==> src/rtl/cmt_pkg.sv <==
package cmt_pkg;
  localparam int NUM_CH = 2;
  localparam int REL_CH = 1;
  localparam int ST_W = 3;
  localparam logic [ST_W-1:0] ST_NORMAL_ACTIVE  = 3'd4;
  localparam logic [ST_W-1:0] ST_NORMAL_PASSIVE = 3'd5;

  typedef struct packed {
    logic load;
    logic dec;
  } chStrobe_t;
endpackage

==> src/rtl/cmt_dpath.sv <==
module cmt_dpath
  import cmt_pkg::*;
#(
  parameter int CYC_W = 6,
  parameter int MT_W  = 14
) (
  input  logic                             clk,
  input  logic                             rstN,
  input  logic [CYC_W-1:0]                 cycleCount,
  input  logic [MT_W-1:0]                  mtCount,
  input  logic [NUM_CH-1:0][CYC_W-1:0]     cycMask,
  input  logic [NUM_CH-1:0][CYC_W-1:0]     cycVal,
  input  logic [NUM_CH-1:0][MT_W-1:0]      mtOffset,
  input  logic                             relMode,
  input  logic [MT_W-1:0]                  relReload,
  input  chStrobe_t [NUM_CH-1:0]           strobe,
  output logic [NUM_CH-1:0]                hit
);
  localparam logic [MT_W-1:0] ONE = MT_W'(1);

  for (genvar c = 0; c < NUM_CH; c++) begin : g_ch
    logic absHit;
    always_comb begin
      absHit = (((cycleCount ^ cycVal[c]) & cycMask[c]) == '0) &&
               (mtCount == mtOffset[c]);
    end

    if (c == REL_CH) begin : g_rel
      logic [MT_W-1:0] relCnt;
      logic relHit;

      always_ff @(posedge clk) begin
        if (!rstN) begin
          relCnt <= '0;
        end else if (strobe[c].load) begin
          relCnt <= relReload;
        end else if (strobe[c].dec) begin
          relCnt <= relCnt - ONE;
        end
      end

      always_comb begin
        relHit = (relCnt <= ONE);
        hit[c] = relMode ? relHit : absHit;
      end

      assert_reload_R8: assert property (@(posedge clk) disable iff (!rstN)
        strobe[c].load |=> relCnt == $past(relReload));
      assert_countdown_R8: assert property (@(posedge clk) disable iff (!rstN)
        (strobe[c].dec && !strobe[c].load) |=> relCnt == $past(relCnt) - ONE);
    end else begin : g_abs
      always_comb hit[c] = absHit;
    end
  end
endmodule

==> src/rtl/cmt_ctrl.sv <==
module cmt_ctrl
  import cmt_pkg::*;
(
  input  logic                 clk,
  input  logic                 rstN,
  input  logic [ST_W-1:0]      protoState,
  input  logic                 mtStart,
  input  logic [NUM_CH-1:0]    hit,
  input  logic [NUM_CH-1:0]    start,
  input  logic [NUM_CH-1:0]    stop,
  input  logic [NUM_CH-1:0]    repeatEn,
  input  logic [NUM_CH-1:0]    irqEn,
  input  logic [NUM_CH-1:0]    flagClr,
  output logic [NUM_CH-1:0]    running,
  output logic [NUM_CH-1:0]    flag,
  output logic [NUM_CH-1:0]    irq,
  output chStrobe_t [NUM_CH-1:0] strobe
);
  logic protoOk;
  logic [NUM_CH-1:0] expire;

  always_comb begin
    protoOk = (protoState == ST_NORMAL_ACTIVE) || (protoState == ST_NORMAL_PASSIVE);
  end

  for (genvar c = 0; c < NUM_CH; c++) begin : g_ch
    logic quiet;
    always_comb begin
      quiet = !start[c] && !stop[c];
      expire[c] = running[c] && protoOk && mtStart && hit[c] && quiet;
      strobe[c].load = protoOk && !stop[c] && (start[c] || (expire[c] && repeatEn[c]));
      strobe[c].dec  = running[c] && protoOk && mtStart && quiet;
      irq[c] = flag[c] && irqEn[c];
    end

    always_ff @(posedge clk) begin
      if (!rstN) begin
        running[c] <= 1'b0;
        flag[c]    <= 1'b0;
      end else begin
        flag[c] <= (flag[c] && !flagClr[c]) || expire[c];
        if (!protoOk || stop[c]) begin
          running[c] <= 1'b0;
        end else if (start[c]) begin
          running[c] <= 1'b1;
        end else if (expire[c] && !repeatEn[c]) begin
          running[c] <= 1'b0;
        end
      end
    end

    assert_stop_halts_R3: assert property (@(posedge clk) disable iff (!rstN)
      stop[c] |=> !running[c]);
    assert_start_arms_R3: assert property (@(posedge clk) disable iff (!rstN)
      (start[c] && !stop[c] && protoOk) |=> running[c]);
    assert_leave_normal_R1: assert property (@(posedge clk) disable iff (!rstN)
      !protoOk |=> !running[c]);
    assert_expiry_flags_R5: assert property (@(posedge clk) disable iff (!rstN)
      expire[c] |=> flag[c]);
    assert_repeat_stays_R7: assert property (@(posedge clk) disable iff (!rstN)
      (expire[c] && repeatEn[c]) |=> running[c]);
  end
endmodule

==> src/rtl/cycmatch_timer.sv <==
module cycmatch_timer
  import cmt_pkg::*;
#(
  parameter int CYC_W = 6,
  parameter int MT_W  = 14
) (
  input  logic                          clk,
  input  logic                          rstN,
  input  logic [CYC_W-1:0]              cycleCount,
  input  logic [MT_W-1:0]               mtCount,
  input  logic                          mtStart,
  input  logic [ST_W-1:0]               protoState,
  input  logic [NUM_CH-1:0]             chStart,
  input  logic [NUM_CH-1:0]             chStop,
  input  logic [NUM_CH-1:0]             chRepeat,
  input  logic [NUM_CH-1:0]             chIrqEn,
  input  logic [NUM_CH-1:0]             chFlagClr,
  input  logic [NUM_CH-1:0][CYC_W-1:0]  chCycMask,
  input  logic [NUM_CH-1:0][CYC_W-1:0]  chCycVal,
  input  logic [NUM_CH-1:0][MT_W-1:0]   chMtOffset,
  input  logic                          t2Relative,
  input  logic [MT_W-1:0]               t2Reload,
  output logic [NUM_CH-1:0]             chRunning,
  output logic [NUM_CH-1:0]             chFlag,
  output logic [NUM_CH-1:0]             chIrq
);
  chStrobe_t [NUM_CH-1:0] strobe;
  logic [NUM_CH-1:0] hit;

  cmt_dpath #(.CYC_W(CYC_W), .MT_W(MT_W)) u_dpath (
    .clk(clk), .rstN(rstN), .cycleCount(cycleCount), .mtCount(mtCount),
    .cycMask(chCycMask), .cycVal(chCycVal), .mtOffset(chMtOffset),
    .relMode(t2Relative), .relReload(t2Reload), .strobe(strobe), .hit(hit)
  );

  cmt_ctrl u_ctrl (
    .clk(clk), .rstN(rstN), .protoState(protoState), .mtStart(mtStart),
    .hit(hit), .start(chStart), .stop(chStop), .repeatEn(chRepeat),
    .irqEn(chIrqEn), .flagClr(chFlagClr), .running(chRunning),
    .flag(chFlag), .irq(chIrq), .strobe(strobe)
  );
endmodule

==> config.mk <==
export PLATFORM = sky130hd
export DESIGN_NAME = cycmatch_timer
export DESIGN_NICKNAME = d
export VERILOG_FILES = /design/src/rtl/cmt_pkg.sv /design/src/rtl/cmt_dpath.sv /design/src/rtl/cmt_ctrl.sv /design/src/rtl/cycmatch_timer.sv
export SDC_FILE = /design/constraint.sdc
export NUM_CORES = 1
export LEC_CHECK = 0
export BUFFER_PORTS_ARGS = -buffer_cell sky130_fd_sc_hd__buf_4
export CELL_PAD_IN_SITES_DETAIL_PLACEMENT = 2
export CELL_PAD_IN_SITES_GLOBAL_PLACEMENT = 2
export CORE_UTILIZATION = 20
export DETAILED_ROUTE_END_ITERATION = 6
export PLACE_DENSITY = 0.77
export SYNTH_ARGS = -nofsm -noshare
export SYNTH_HDL_FRONTEND = slang
export SYNTH_SLANG_ARGS = --single-unit
==> constraint.sdc <==
create_clock -name clk -period 1.9 [get_ports clk]
set_input_delay 0.19 -clock clk [delete_from_list [all_inputs] [get_ports clk]]
set_output_delay 0.19 -clock clk [all_outputs]
set_load 0.01 [all_outputs]
==> metrics, run 1 <==
fillers=899; ANT cells=0; Post-Synth Simple-Gate Area=21.17%; Setup Skew=0.003443 ns; Cells after Synth=179; Syn Nets=284; most common cell after layout, fill and taps aside=buf_4; via count=1973; initial antenna violation count=0; Seq/Total Area, Yosys=22.75%; maximum vdd drop=0.1106 mV; Period minus WS final=1.996 ns; GPL Wtd Cong=0.7849; via-per-instance ratio=4.675; Row Count=32; CP peak stage delay=0.55 ns; Synth Warn #=0; Die Span X=91.00 um; Final setup viols=14; routed len/inst=16.61 um; failing checks=setup timing; fin. max-slew vios=0; deepest clock path buffer count=2; compound-gate portion of the synthesized area=22.75%; final worst-path cycle share=105.1%; power per cell area=412.8 nW/um^2; top cell type's share of synthesized area=22.75%; Slowest-stage cell, CP=or4_4; root buf cell=clkbuf_8; Worst-Margin Slew=0.3391 ns; peak fanout along the critical path=3; grt total ovfl=0; Residual DRC=0; Design Area, Final=2864 sq um; Initial DRC Count=36; Placeable Area=7687 sq um; final setup TNS=-0.7753 ns; P_leak=1.246 nW; Initial Util=20.61%; critical path capture point type=flip-flop; Max Cap Violations=0; Seq cells post-synth=18; Setup CP Type=reg2reg; Buffers on Ports=107; status=complete, but fails checks; critical-path cell list=or4_4 -> nor4_4 -> nand2_2 -> o31ai_4 -> a2111oi_2 -> or3_1; Post-Synth XOR/XNOR Area=29.30%; die area=8280 sq um; Clock transition at path regs=0.08 ns; Area Growth Syn to Fin=80.81%; commonest non-fill, non-tap cells in the layout=140 x buf_4, 35 x xor2_1, 18 x xnor2_1; Post-synth EDFFs=0; Clk Latency, worst-skew pair=0.26 ns; clk sink count=18; GRT Total Usage=17.30%; Hold WC Path Type=in2reg; Post-synth top flop=dfxtp_1; Fin. Hold Viols=0; Power Total=0.001182 W; hold-fix buffers at CTS=0; number of buffers created by CTS=3; CP arrival=2.15 ns; Layout Nets=426; Synth area leaders=dfxtp_1 23%, xor2_1 19%, xnor2_1 10%; wirelength, routed=7008 um; Distinct cells, synth=45; Max Clk Rate=501.0 MHz; DPL Wire Length=6018 um; Pre-Repair DR Iteration Count=4; CTS tree=yes; vias in the first global route=2333; first-pass GRT wire length=11210 um; synthesized area per cell=8.849 sq um; RSZ-0062 raised after global routing=yes; placed cell area=2748 sq um; FFs w/ async S/R, synth=0%; pin count of the biggest net entering global routing=15; slew margin rel.=77.19%; Critical Path RT=2.05 ns; Synth Area in Adders=1.580%; htree depth=1; mux cell area share after synthesis=0%; cell taking the most area after synthesis=dfxtp_1; startpoint types=flip-flop; Mapped Area=1584 sq um; setup slack after layout=-0.09614 ns; Routed Antenna Nets=0; fraction of layout cells with a size suffix above 1=54.06%; # IOs=109; main combinational cell family by area after synthesis=XOR/XNOR gates; Die Height=91.00 um
## path summary, 6_finish.rpt
| path | startpoint | to | slack (ns) | cells past startpoint |
|---|---|---|---|---|
| min reg2reg | u_ctrl.flag[0] | u_ctrl.flag[0] | 0.49 | 2 |
| max reg2reg | u_dpath.g_ch[1].g_rel.relCnt[12] | u_dpath.g_ch[1].g_rel.relCnt[1] | -0.1 | 6 |
| min | chFlagClr[1] | u_ctrl.flag[1] | 0.12 | 2 |
| max | u_dpath.g_ch[1].g_rel.relCnt[12] | u_dpath.g_ch[1].g_rel.relCnt[1] | -0.1 | 6 |
## cells in the mapped netlist, types with 2 or more instances
library cell / n
dfxtp_1: 18
nand4_1: 5
a21oi_1: 17
a211oi_1: 4
or4_1: 3
nand3_1: 5
nor2_1: 5
inv_1: 4
ha_1: 2
a221oi_1: 2
and2_1: 2
xnor2_1: 18
xor2_1: 35
nor3_1: 6
nand2_1: 6
a211oi_2: 10
nor4_1: 5
or3_1: 5
## cells by family (layout without fill, tap and decap cells)
| logic type | Yosys count | count (layout) |
|---|---|---|
| XOR/XNOR | 53 | 53 |
| AND/OR/NAND/NOR | 53 | 53 |
| AO/OA/AOI/OAI | 45 | 45 |
| flip-flops | 18 | 18 |
| buffers and inverters | 8 | 149 |
| adder cells (fa/ha/maj) | 2 | 2 |
## registers in the layout, summed over array words and instances, names as in the netlist
signal,count
u_ctrl.flag,2
u_ctrl.running,2
u_dpath.g_ch.g_rel.relCnt,14
## routing by layer
layer	vias up	track usage (%)	routed length, um
li1	946	-	-
met1	932	15.50	2244
met2	84	34.41	3911
met3	11	6.533	690
met4	0	6.746	161
met5	-	0	0
## area by class of cell
type,instances,area [sq um],share of cell area [%]
clock buffers,4,55.05,1.922
inverters,4,15.01,0.5242
flip-flops and latches,18,362.8,12.67
multi-input cells,153,1232,43.03
well taps,102,127.6,4.456
repair buffers,141,1071,37.40
## critical path, delay by kind of cell (launching register included)
kind | cells | cell delay, ns
AND/OR/NAND/NOR | 4 | 1.34
AO/OA/AOI/OAI | 2 | 0.21
flip-flops | 1 | 0.33
## power by group
| group | leakage [nW] | internal [W] | total, W | switching (W) |
|---|---|---|---|---|
| logic | 1.07 | 0.000268 | 0.000452 | 0.000184 |
| registers | 0.147 | 0.000388 | 0.000396 | 0.00000731 |
| clock network | 0.0288 | 0.000185 | 0.000335 | 0.000150 |
## through the flow
stage | hold WS [ns] | util [%] | worst slack (ns) | instances
final | 0.1155 | 37.26 | -0.09614 | 422
after global routing | 0.1003 | 37.26 | -0.1545 | 422
after CTS | 0.1038 | 37.03 | -0.1400 | 421
after detailed placement | 0.4042 | 35.74 | -0.2627 | 416
after global placement | 0.3799 | 35.74 | -0.1858 | 416
after floorplan | 0.2843 | - | 0.02870 | 179
## repair_timing
action / CTS / global route
pin swaps: 7 / 4
gates resized for setup: 7 / 3
setup buffers: 1 / 1
endpoints found under the setup margin: 14 / 15
Power figures use the tool's default switching activity.
==> inputs of run 2 (changes only) <==
Settings changed: CELL_PAD_IN_SITES_DETAIL_PLACEMENT 2 to 0, CELL_PAD_IN_SITES_GLOBAL_PLACEMENT 2 to 1, CORE_UTILIZATION 20 to 26, PLACE_DENSITY 0.77 to 0.76.
==> metrics, run 2 (synthesized netlist as in run 1, its figures left out) <==
Die Span X=80.06 um; biggest regs=u_dpath.g_ch.g_rel.relCnt x14, u_ctrl.flag x2, u_ctrl.running x2; Clock transition at path regs=0.07 ns; maximum vdd drop=0.4194 mV; CP peak stage delay=0.56 ns; met3 GRT Util=3.864%; Residual DRC=0; vias in the first global route=1915; Max Clk Rate=519.3 MHz; Placeable Area=5886 sq um; GR Util met2=30.68%; Routed Antenna Nets=0; Pre-Repair DR Iteration Count=4; number of buffers created by CTS=3; Biggest register=u_dpath.g_ch.g_rel.relCnt; final setup TNS=-0.02567 ns; Setup CP Type=reg2reg; peak fanout along the critical path=3; fillers=613; Buffers on Ports=107; Sequential Area=361.6 sq um; number of flip-flops in the largest register=14; sequential share of power=35.9%; Worst path top cell family by delay=simple AND/OR/NAND/NOR gates; via-per-instance ratio=4.729; RSZ-0062 raised after global routing=yes; Max Cap Violations=0; Area Growth Syn to Fin=78.83%; most common cell after layout, fill and taps aside=buf_4; Logic pwr share=39.0%; power per cell area=388.2 nW/um^2; critical-path cell list=or4_4 -> nor4_4 -> nand2_2 -> o31ai_4 -> a2111oi_2 -> or3_1; Clk Latency, worst-skew pair=0.25 ns; startpoint types=flip-flop; via count=1887; clock share of power=25.1%; DPL Wire Length=4278 um; wirelength, routed=4988 um; Period minus WS final=1.926 ns; GR peak layer=met2; CTS tree=yes; Initial DRC Count=61; hold-fix buffers at CTS=0; Hold Crit Depth=2; area of the multi-input gates=1217 sq um; placed insts=395; GPL Wtd Cong=0.7633; r2r worst-path depth=6; Row Count=28; root buf cell=clkbuf_8; failing checks=setup timing; Layout Cells excl Fill=399; Die Height=80.06 um; deepest clock path buffer count=2; Setup WS pre-CTS=-0.1884 ns; Final setup viols=1; NetSw=0.0003013 W; # IOs=109; critical path capture point type=flip-flop; die area=6409 sq um; Setup Skew=0.002625 ns; ANT cells=0; GRT Total Usage=15.97%; initial antenna violation count=0; fraction of layout cells with a size suffix above 1=53.40%; commonest non-fill, non-tap cells in the layout=144 x buf_4, 35 x xor2_1, 18 x xnor2_1; pin count of the biggest net entering global routing=15; Global Route met1 Usage=17.49%; Critical Path RT=2.04 ns; final worst-path cycle share=101.4%; Hold WC Path Type=in2reg; CP arrival=2.07 ns; Internal Pwr Total=0.0007983 W; switching part of the total=27.40%; Slowest-stage cell, CP=or4_4; clk sink count=18; status=complete, but fails checks; htree depth=1; P_leak=1.258 nW; Initial Util=26.91%; first-pass GRT wire length=8066 um; fin. max-slew vios=0; Worst-Margin Slew=0.3400 ns; setup slack after layout=-0.02567 ns; grt total ovfl=0; slew margin rel.=77.13%; Layout Nets=431; Buffers & Inverters on Critical Path=0; Fin. Hold Viols=0; total stage count of the critical path=6; routed len/inst=12.50 um
## run 2: cell type report
| class | count | share of cell area (%) |
|---|---|---|
| multi-input combinational | 153 | 42.98 |
| inverter | 4 | 0.5300 |
| clock buffer | 3 | 1.458 |
| timing repair buffer | 146 | 38.96 |
| tap | 75 | 3.313 |
| sequential | 18 | 12.77 |
## run 2: final timing paths
| check | from | end | slack, ns |
|---|---|---|---|
| setup / recovery | u_dpath.g_ch[1].g_rel.relCnt[5] | u_dpath.g_ch[1].g_rel.relCnt[1] | -0.03 |
| setup reg to reg | u_dpath.g_ch[1].g_rel.relCnt[5] | u_dpath.g_ch[1].g_rel.relCnt[1] | -0.03 |
| hold / removal | chFlagClr[1] | u_ctrl.flag[1] | 0.11 |
| hold reg to reg | u_ctrl.flag[1] | u_ctrl.flag[1] | 0.50 |
## run 2: metrics by stage
stage	power [W]	instance area, sq um	hold WS, ns	utilization, %
6_report	0.001100	2833	0.1104	48.13
5_1_grt	0.001168	2833	0.1024	48.13
4_1_cts	0.001111	2823	0.1046	47.96
3_5_place_dp	0.0008280	2746	0.3746	46.66
3_3_place_gp	0.0008230	2746	0.3774	46.66
2_1_floorplan	0.0005627	1588	0.2843	-
## run 2: power groups by stage
stage	clock network, W	logic [W]	registers (W)
finish	0.000276	0.000429	0.000395
detailed placement	0	0.000424	0.000404
global placement	0	0.000420	0.000404
global route	0.000304	0.000468	0.000396
CTS	0.000283	0.000433	0.000395
floorplan	0	0.000158	0.000405
## run 2: timing repair
| action | in CTS | in global routing |
|---|---|---|
| pin swaps | 5 | 1 |
| hold endpoints to repair | 0 | 0 |
| endpoints found under the setup margin | 6 | 14 |
| resized for setup | 6 | 2 |
| cloned | 0 | 0 |
| setup buffers | 1 | 0 |
## run 2: layer usage
metal,part of all wire [%],vias up
met5,0,-
met4,1.2,0
met3,7.2,6
met2,53,66
met1,39,860
li1,-,955
==> inputs of run 3 (changes only) <==
Settings changed: CORE_MARGIN from default to 5.
==> metrics, run 3 (synthesized netlist as in run 1, its figures left out) <==
Clk Latency, worst-skew pair=0.26 ns; Fin. Hold Viols=0; RSZ-0062 raised after global routing=yes; Final setup viols=3; status=complete, but fails checks; Worst R2R Start=u_dpath.g_ch[1].g_rel.relCnt[9]; Reg-to-Reg End=u_dpath.g_ch[1].g_rel.relCnt[1]; initial antenna violation count=0; Worst Setup EP=u_dpath.g_ch[1].g_rel.relCnt[1]; critical path capture point type=flip-flop; ANT cells=0; Initial Util=26.75%; root buf cell=clkbuf_8; Pre-Repair DR Iteration Count=4; htree depth=1; GPL Wtd Cong=0.7657; P_leak=1.253 nW; fraction of layout cells with a size suffix above 1=53.42%; utilization after layout=47.80%; Critical Path RT=2.05 ns; CP arrival=2.08 ns; Row Count=28; DPL Wire Length=4789 um; Hold WS=0.09805 ns; Biggest register=u_dpath.g_ch.g_rel.relCnt; hold-fix buffers at CTS=0; maximum vdd drop=0.3976 mV; slew margin rel.=77.53%; fillers=582; placed insts=392; final setup TNS=-0.05272 ns; Routed Antenna Nets=0; Placeable Area=5921 sq um; grt total ovfl=0; Hold WC Path Type=in2reg; failing checks=setup timing; area of the multi-input gates=1217 sq um; clk sink count=18; CTS tree=yes; biggest regs=u_dpath.g_ch.g_rel.relCnt x14, u_ctrl.flag x2, u_ctrl.running x2; Period minus WS final=1.935 ns; GRT Total Usage=14.12%; vias in the first global route=1967; routed len/inst=13.77 um; Initial DRC Count=47; setup slack after layout=-0.03530 ns; via-per-instance ratio=4.625; internal reg-to-reg setup slack=-0.04 ns; Die Height=88.06 um; number of buffers created by CTS=3; Layout Nets=428; number of flip-flops in the largest register=14; deepest clock path buffer count=2; via count=1836; most common cell after layout, fill and taps aside=buf_4; Worst Setup SP=u_dpath.g_ch[1].g_rel.relCnt[9]; Setup CP Type=reg2reg; Setup Skew=0.005526 ns; startpoint types=flip-flop; power per cell area=404.0 nW/um^2; pin count of the biggest net entering global routing=15; Die Span X=88.06 um; final worst-path cycle share=101.9%; Clock transition at path regs=0.07 ns; first-pass GRT wire length=8707 um; Worst-Margin Slew=0.3339 ns; Buffers on Ports=107; Max Cap Violations=0; Layout Cells excl Fill=397; peak fanout along the critical path=3; die area=7754 sq um; Max Clk Rate=516.7 MHz; r2r worst-path depth=6; Residual DRC=0; wirelength, routed=5466 um; Power Total=0.001144 W; Area Growth Syn to Fin=78.67%; commonest non-fill, non-tap cells in the layout=142 x buf_4, 35 x xor2_1, 18 x xnor2_1; # IOs=109; fin. max-slew vios=0; Sequential Area=362.8 sq um
## run 3: cell types whose count changed in the layout (fill, tap and decap cells not counted), sizes merged
cell    change
buf         -3
clkbuf      +1
## run 3: layout make-up
type	count	share of cell area (%)
multi-input combinational	153	43.02
clock buffer	4	1.945
tap	75	3.316
inverter	4	0.5305
timing repair buffer	143	38.37
sequential	18	12.82
## run 3: through the flow
step	instance area [sq um]	worst slack, ns
after floorplan	1588	0.02870
after detailed placement	2736	-0.1695
after CTS	2829	-0.04769
after global routing	2830	-0.1355
final	2830	-0.03530
after global placement	2736	-0.1409
## run 3: worst max-delay path, cell delays in order (launching register included)
cell       delay [ns]
dfxtp_2          0.32
or4_4            0.55
nor4_4           0.28
nand2_2          0.12
o31ai_4          0.09
a2111oi_2        0.11
or3_1            0.35
## run 3: worst min-delay path by stage
stage / cells after the start / endpoint / slack, ns / startpoint
floorplan: 1 / u_ctrl.flag[1] / 0.28 / chFlagClr[1]
global placement: 2 / u_ctrl.flag[1] / 0.37 / chFlagClr[1]
detailed placement: 2 / u_ctrl.flag[1] / 0.37 / chFlagClr[1]
CTS: 2 / u_ctrl.flag[1] / 0.09 / chFlagClr[1]
global route: 2 / u_ctrl.flag[1] / 0.09 / chFlagClr[1]
finish: 2 / u_ctrl.flag[1] / 0.1 / chFlagClr[1]
## run 3: what timing repair did
action | 4_1_cts | 5_1_grt
setup endpoints to repair | 14 | 14
pin swaps | 6 | 4
setup buffers | 1 | 0
resized for setup | 6 | 1
## run 3: routing by layer
layer / wire (um) / share of wire, % / global-route usage (%) / up-vias
met5: 0 / 0 / 0 / -
met2: 2717 / 50 / 25.41 / 86
met4: 11 / 0.20 / 1.236 / 0
met1: 2123 / 39 / 16.19 / 799
met3: 613 / 11 / 6.021 / 2
li1: - / - / - / 949
## run 3: power by group
group / internal (W) / leakage (nW) / switching, W
Combinational: 0.000267 / 1.08 / 0.000159
Sequential: 0.000388 / 0.147 / 0.00000732
Clock: 0.000184 / 0.0288 / 0.000138
